`config.mk`:
```
export PLATFORM = sky130hd
export DESIGN_NAME = rr_fetch_sequencer
export DESIGN_NICKNAME = d
export VERILOG_FILES = /design/src/rtl/rr_fetch_sequencer.sv
export SDC_FILE = /design/constraint.sdc
export NUM_CORES = 1
export LEC_CHECK = 0
export CORE_MARGIN = 4
export CORE_UTILIZATION = 50
export DETAILED_ROUTE_END_ITERATION = 16
export DONT_BUFFER_PORTS = 1
export SKIP_LAST_GASP = 1
export SYNTH_ARGS = -nofsm -noshare
export SYNTH_HDL_FRONTEND = slang
export SYNTH_SLANG_ARGS = --single-unit
```
`constraint.sdc`:
```
create_clock -name clk -period 3.55 [get_ports clk]
set_input_delay 0.1775 -clock clk [delete_from_list [all_inputs] [get_ports clk]]
set_output_delay 0.1775 -clock clk [all_outputs]
set_load 0.02 [all_outputs]
```
`src/rtl/rr_fetch_sequencer.sv`:
```
module rr_fetch_sequencer #(
  parameter int unsigned NTHREADS = 4,
  parameter int unsigned PC_W = 32,
  parameter logic [PC_W-1:0] START_BASE = 32'h0000_1000,
  parameter logic [PC_W-1:0] START_STRIDE = 32'h0000_0400,
  localparam int unsigned TID_W = $clog2(NTHREADS)
) (
  input  logic             clk,
  input  logic             rst_n,
  input  logic             commit_valid,
  input  logic [TID_W-1:0] commit_tid,
  input  logic [PC_W-1:0]  commit_pc,
  input  logic             replay_valid,
  input  logic [TID_W-1:0] replay_tid,
  input  logic             redirect_valid,
  input  logic [TID_W-1:0] redirect_tid,
  input  logic [PC_W-1:0]  redirect_pc,
  output logic             fetch_valid,
  output logic [TID_W-1:0] fetch_tid,
  output logic [PC_W-1:0]  fetch_pc,
  output logic             fetch_replay
);

  localparam logic [TID_W-1:0] LAST = TID_W'(NTHREADS - 1);

  logic [PC_W-1:0]     pc_q [NTHREADS];
  logic [NTHREADS-1:0] rep_q;
  logic [TID_W-1:0]    slot_q;
  logic                valid_q;

  always_ff @(posedge clk) begin
    if (!rst_n) begin
      valid_q <= 1'b0;
      slot_q  <= '0;
    end else begin
      valid_q <= 1'b1;
      if (valid_q) slot_q <= (slot_q == LAST) ? '0 : slot_q + 1'b1;
    end
  end

  for (genvar t = 0; t < NTHREADS; t++) begin : g_thr
    wire hit_dir = redirect_valid && (redirect_tid == TID_W'(t));
    wire hit_rep = replay_valid   && (replay_tid   == TID_W'(t));
    wire hit_com = commit_valid   && (commit_tid   == TID_W'(t));

    always_ff @(posedge clk) begin
      if (!rst_n) begin
        pc_q[t]  <= START_BASE + START_STRIDE * PC_W'(t);
        rep_q[t] <= 1'b0;
      end else if (hit_dir) begin
        pc_q[t]  <= redirect_pc;
        rep_q[t] <= 1'b0;
      end else if (hit_rep) begin
        rep_q[t] <= 1'b1;
      end else if (hit_com) begin
        pc_q[t]  <= commit_pc;
        rep_q[t] <= 1'b0;
      end
    end
  end

  assign fetch_valid  = valid_q;
  assign fetch_tid    = slot_q;
  assign fetch_pc     = pc_q[slot_q];
  assign fetch_replay = rep_q[slot_q];

  AST_QUIET_IN_RESET: assert property (@(posedge clk)
    !rst_n |=> !fetch_valid);

  AST_STEADY_ROTATION: assert property (@(posedge clk) disable iff (!rst_n)
    fetch_valid && $past(fetch_valid) |->
      fetch_tid == (($past(fetch_tid) == LAST) ? '0 : $past(fetch_tid) + 1'b1));

  AST_COMMIT_LANDS: assert property (@(posedge clk) disable iff (!rst_n)
    commit_valid && !(replay_valid && replay_tid == commit_tid)
      && !(redirect_valid && redirect_tid == commit_tid) |=>
      pc_q[$past(commit_tid)] == $past(commit_pc) && !rep_q[$past(commit_tid)]);

  AST_REPLAY_HOLDS_PC: assert property (@(posedge clk) disable iff (!rst_n)
    replay_valid && !(redirect_valid && redirect_tid == replay_tid) |=>
      rep_q[$past(replay_tid)] && pc_q[$past(replay_tid)] == $past(pc_q[replay_tid]));

  AST_REDIRECT_WINS: assert property (@(posedge clk) disable iff (!rst_n)
    redirect_valid |=>
      pc_q[$past(redirect_tid)] == $past(redirect_pc) && !rep_q[$past(redirect_tid)]);

endmodule

```
==> results.toml, run 1 <==
[worst_setup_path]
crit_path_max_fanout = 19
startpoint_type = "flip-flop"
cp_num_buf_inv = 1
critical_path.slowest_cell = "dfxtp_2"
cpPeakStageDelay_ps = 670
critPathTopFamily = "flip-flops"
cp_data_required_time_ps = 3370
cp-end-kind = "output pin"
worstPathArrival_ps = 2240
crit_chain = "buf_4 > mux4_2"
rr_startpoint = "fetch_tid[0]"
worstSetupPathType = "reg2out"

[layout]
diodes = 0
area_delta_synth_final_pct = 23.5
nets = 635
final_cells = 747
drive_above_1_share_pct = 19.6
fin_util_pct = 63.2

[synth]
ys_warn_count = 0
netlist.area_leader.share_pct = 56.8
synth_area_leaders = "edfxtp_1, mux4_2, o22ai_1"
syn_nets = 565
synthFlopType = "edfxtp_1"
synth-seq-cells = 137
synth_top_cell_by_area = "edfxtp_1"
postSynthCellCount = 489
synthesis.area_sq_um = 6770
synth-edff-count = 128
async_flop_share_pct = 0
ys_types = 40
seq_area_frac_synth_pct = 59.4
synth_area_per_cell_sq_um = 13.8

[grt]
antenna_found_initial = 0
grt_usage_pct = 23.9
grt_pass1_vias = 5075
grt_max_degree = 101
grt_remaining_overflow = 0
grt_pass1_wl_um = 28500

[placed_design]
numPortBuffers = 0
post-place-cells = 621
dp_slack_ps = 1000
gp_routability_congestion = 0.756
dp_hpwl_um = 9800

[timing]
clock.fmax_mhz = 414
worstMarginPinSlew_ps = 1090
finalCriticalPeriod_ps = 2420
fin_crit_sh_pct = 68.1
rsz0062_at_grt = "no"
maxSlewHeadroom_pct = 27.2
setup_ws_ps = 1130
hold_violations = 0
final_max_slew_viol_count = 0
fin_skew_ps = 0.453
setup_viol = 0
fin_tns_setup_ps = 0
holdWs_ps = 17.2

[die]
dieWidth_um = 124
coreArea_sq_um = 13200
ios = 111
initial_core_util_pct = 51.1
fp.dieH_um = 124
die-area_sq_um = 15500
fp-row-count = 42

[power_and_ir_drop]
powerDensity_nw_per_um2 = 497
ir_worst_vdd_mv = 0.316
leakage_nw = 2.96

[cts]
h-tree-depth = 4
holdBufCountCts = 95
cts_resized = 0
postCtsSetupBuffers = 0
clkTransAtPathRegs_ps = 50
cts_buffer_depth = 2
cts_made_buffers = 17
clk_latency_ps = 410
cts_sinks = 137
cts-root-buf = "clkbuf_16"
cts_tree = "done"

[route]
wirelength_um = 18200
dr.pass1.iters = 5
first_iter_violations = 401
vias = 4839
ant_nets = 0
drc = 0
viasPerCell = 6.48
routedWlPerCell_um = 24.3

[flow_run]
cap_violations = 0

[min_path]
hold_path_class = "in2reg"
min-delay-start = "replay_tid[0]"

[run_status]
outcome = "finished clean"
## cells in the mapped netlist (3+ instances only)
library cell	count
clkbuf_1	32
buf_1	8
nand2_1	34
o2111a_1	3
edfxtp_1	128
a22o_1	32
inv_1	4
nor2_1	5
buf_2	9
a22oi_1	3
nand3_1	66
o22ai_1	58
mux4_2	33
dfxtp_1	9
buf_6	3
a31oi_1	3
a22o_2	29
## stage by stage
stage               power (mW)  area, sq um
floorplan                 2.38         6770
global placement          2.46         6870
detailed placement        2.47         6870
CTS                       4.18         8360
global route              4.29         8360
finish                    4.15         8360
## flip-flops by register name, summed over array words and instances, names as in the netlist, named ones only
register,flops
fetch_tid,2
fetch_valid,1
pc_q,128
rep_q,4
## layout make-up
class                      count  area (sq um)
fill                        1013          4880
timing repair buffer         103          1020
clock buffer                  18           429
tap                          176           220
clock inverter                13           111
inverter                       5          18.8
sequential                   137          4030
multi-input combinational    295          2530
## kinds of logic after synthesis
kind of cell,Yosys count,share of synthesized area [%]
fa+ha+maj,1,0.185
flops,137,59.4
compound gates,133,15.8
buf+inv,57,3.66
simple gates,126,9.63
mux,35,11.3
## final timing paths
check	slack [ps]	cells after the start	end
worst max-delay path	1130	2	fetch_pc[11]
worst min-delay path	20	2	rep_q[3]
worst max register to register	2400	3	flip-flop
worst min register to register	540	1	rep_q[1]
## metal layers
layer  part of all wire [%]  up-vias  track usage [%]
li1                       -     2169                -
met4                    2.2        0             8.96
met5                      0        -                0
met1                     39     2413             29.9
met2                     50      226             39.8
met3                    8.3       31             6.52
## power breakdown
group / switching [mW] / internal (mW)
Clock: 0.627 / 1.01
Combinational: 0.292 / 0.228
Sequential: 0.0688 / 1.93
## placed cells by master (no fill, tap or decap), types with 2 or more instances in the layout
master | netlist | routed
or2_2 | 2 | 2
nand2_1 | 34 | 34
a31oi_1 | 3 | 3
nor2b_1 | 2 | 2
clkinv_1 | 0 | 6
nand3_1 | 66 | 61
nand3b_1 | 2 | 2
nand2b_1 | 2 | 2
dfxtp_1 | 9 | 7
edfxtp_1 | 128 | 128
buf_4 | 0 | 7
o2111a_1 | 3 | 3
and3b_1 | 2 | 2
mux2i_1 | 2 | 2
dlygate4sd3_1 | 0 | 95
o22a_1 | 2 | 2
a22o_1 | 32 | 32
clkinv_2 | 0 | 4
inv_1 | 4 | 4
a22o_2 | 29 | 29
a22oi_1 | 3 | 3
bufinv_16 | 0 | 2
mux4_2 | 33 | 33
nand3_2 | 0 | 5
dfxtp_2 | 0 | 2
clkbuf_16 | 0 | 17
o22ai_1 | 58 | 58
nor2_1 | 5 | 5
(Power assumes the default switching activity.)
==> run 2, diff against run 1 <==
--- a/config.mk
+++ b/config.mk
@@ -5,10 +5,12 @@
 export SDC_FILE = /design/constraint.sdc
 export NUM_CORES = 1
 export LEC_CHECK = 0
+export ABC_AREA = 1
 export CORE_MARGIN = 4
 export CORE_UTILIZATION = 50
 export DETAILED_ROUTE_END_ITERATION = 16
 export DONT_BUFFER_PORTS = 1
+export PLACE_DENSITY = 0.68
 export SKIP_LAST_GASP = 1
 export SYNTH_ARGS = -nofsm -noshare
 export SYNTH_HDL_FRONTEND = slang
==> constraint.sdc (replaced) <==
create_clock -name clk -period 2.21 [get_ports clk]
set_input_delay 0.1105 -clock clk [delete_from_list [all_inputs] [get_ports clk]]
set_output_delay 0.1105 -clock clk [all_outputs]
set_load 0.02 [all_outputs]
==> results.toml, run 2 <==
[run_status]
outcome = "finished clean"

[layout]
nets = 994
fill_cells = 1084
layout_common_cells = "nand2_1, nor2_1, edfxtp_1"
drive_above_1_share_pct = 8.92
area_delta_synth_final_pct = 26.7
final_cells = 1112
largest_reg_flops = 128
layout_commonest_cell = "nand2_1"
top_register = "pc_q"

[route]
wirelength_um = 21500
drc = 0
first_iter_violations = 588
dr.pass1.iters = 5
vias = 6370
routedWlPerCell_um = 19.3
ant_nets = 0
viasPerCell = 5.73

[min_path]
hold_path_class = "in2reg"

[timing]
final_max_slew_viol_count = 0
setup_ws_ps = 110
fin_crit_sh_pct = 95.0
finalCriticalPeriod_ps = 2100
worstMarginPinSlew_ps = 702
rsz0062_at_grt = "yes"
hold_violations = 0
holdWs_ps = 1.01
fin_skew_ps = 5.99
maxSlewHeadroom_pct = 53.1
clock.fmax_mhz = 476
setup_viol = 0

[worst_setup_path]
rr_startpoint = "fetch_tid[0]"
startpoint_type = "flip-flop"
cp_num_buf_inv = 2
worstPathArrival_ps = 1990
reg2regPathDepth = 3
cpPeakStageDelay_ps = 440
cp-end-kind = "output pin"
crit_path_max_fanout = 48
crit_chain = "inv_2 > buf_12 > o21ai_0 > o22ai_1"
critical_path.slowest_cell = "dfxtp_4"
worstSetupPathType = "reg2out"
cp_data_required_time_ps = 2100
crit_cells = 4
endpoint = "fetch_pc[31]"
reg2reg_setup_slack_ps = 990
critPathTopFamily = "buffers and inverters"

[grt]
grt_remaining_overflow = 0
grt_pass1_vias = 6464
grt_max_degree = 49
grt_usage_pct = 27.2
grt_pass1_wl_um = 33600
antenna_found_initial = 1

[synth]
seq_area_frac_synth_pct = 57.3
synth_area_per_cell_sq_um = 8.42
synth_area_leaders = "edfxtp_1, nand2_1, nor2_1"
synth-seq-cells = 137
synth-edff-count = 128
synth_top_cell_by_area = "edfxtp_1"
syn_nets = 910
postSynthCellCount = 834
netlist.area_leader.share_pct = 54.7
synthesis.area_sq_um = 7020
ys_top_cells_by_count = "nand2_1, nor2_1, edfxtp_1"
synthFlopType = "edfxtp_1"
ys_warn_count = 0
async_flop_share_pct = 0
yosysMostFrequentCell = "nand2_1"
ys_types = 24

[power_and_ir_drop]
ir_worst_vdd_mv = 0.624
powerDensity_nw_per_um2 = 820
leakage_nw = 3.65

[cts]
cts_tree = "done"
cts-root-buf = "clkbuf_16"
h-tree-depth = 4
cts_sinks = 137
cts_buffer_depth = 2
clk_latency_ps = 430
cts_made_buffers = 17
postCtsSetupBuffers = 0
clkTransAtPathRegs_ps = 60

[die]
ios = 111
coreArea_sq_um = 13800
fp.dieH_um = 126
die-area_sq_um = 16000
dieWidth_um = 126
fp-row-count = 43
initial_core_util_pct = 50.8

[placed_design]
dp_hpwl_um = 13100
post-place-cells = 991
gp_routability_congestion = 0.857
dp_slack_ps = 446
numPortBuffers = 0

[flow_run]
cap_violations = 0
[run 2: logic make-up after synthesis]
| group | count (synthesis) | share of synthesized area [%] |
|---|---|---|
| adder cells (fa/ha/maj) | 1 | 0.178 |
| flip-flops | 137 | 57.3 |
| AO/OA/AOI/OAI | 142 | 10.7 |
| AND/OR/NAND/NOR | 455 | 25.6 |
| buffers and inverters | 99 | 6.17 |
[run 2: cell type report]
| type | count | area [sq um] | area share [%] |
|---|---|---|---|
| Timing Repair Buffer | 114 | 1160 | 13.1 |
| Clock inverter | 15 | 224 | 2.52 |
| Inverter | 50 | 188 | 2.11 |
| Antenna cell | 1 | 2.50 | 0.0281 |
| Clock buffer | 17 | 425 | 4.78 |
| Multi-Input combinational cell | 598 | 2640 | 29.7 |
| Tap cell | 180 | 225 | 2.53 |
| Sequential cell | 137 | 4030 | 45.3 |
[run 2: worst min path at each step]
stage / startpoint / to / slack, ps / cells after the start
3_5_place_dp: rst_n / fetch_valid / 140 / 0
5_1_grt: redirect_pc[2] / pc_q[0][2] / 10 / 2
4_1_cts: redirect_pc[7] / pc_q[0][7] / 3 / 2
3_3_place_gp: rst_n / fetch_valid / 140 / 0
2_1_floorplan: rst_n / fetch_valid / 140 / 0
6_report: redirect_pc[7] / pc_q[0][7] / 1 / 2
[run 2: metrics by stage]
step | TNS, ps | utilization, % | area [sq um] | total power [mW]
after floorplan | 0 | - | 7020 | 3.77
after global placement | 0 | 52.8 | 7300 | 3.98
after detailed placement | 0 | 52.8 | 7300 | 4.00
after CTS | 0 | 64.0 | 8860 | 7.29
after global routing | -9.04 | 64.3 | 8900 | 7.55
final | 0 | 64.3 | 8900 | 7.30
[run 2: report_power, final]
part	internal, mW	total [mW]	leakage, nW	switching (mW)
sequential	3.10	3.19	1.36	0.0889
clock	2.00	3.15	0.301	1.15
combinational	0.299	0.966	1.99	0.667
total	5.40	7.30	3.65	1.90
[run 2: routing by layer]
layer | track usage (%) | vias to the layer above | share of wire, %
li1 | - | 2959 | -
met1 | 32.0 | 3003 | 38
met2 | 45.1 | 356 | 49
met3 | 9.22 | 52 | 10
met4 | 12.6 | 0 | 2.9
met5 | 0 | - | 0
[run 2: repair_timing]
action	in CTS	in global routing
hold buffers	88	0
setup endpoints to repair	3	69
endpoints found under the hold margin	137	0
gates resized for setup	3	8
pin swaps	0	0
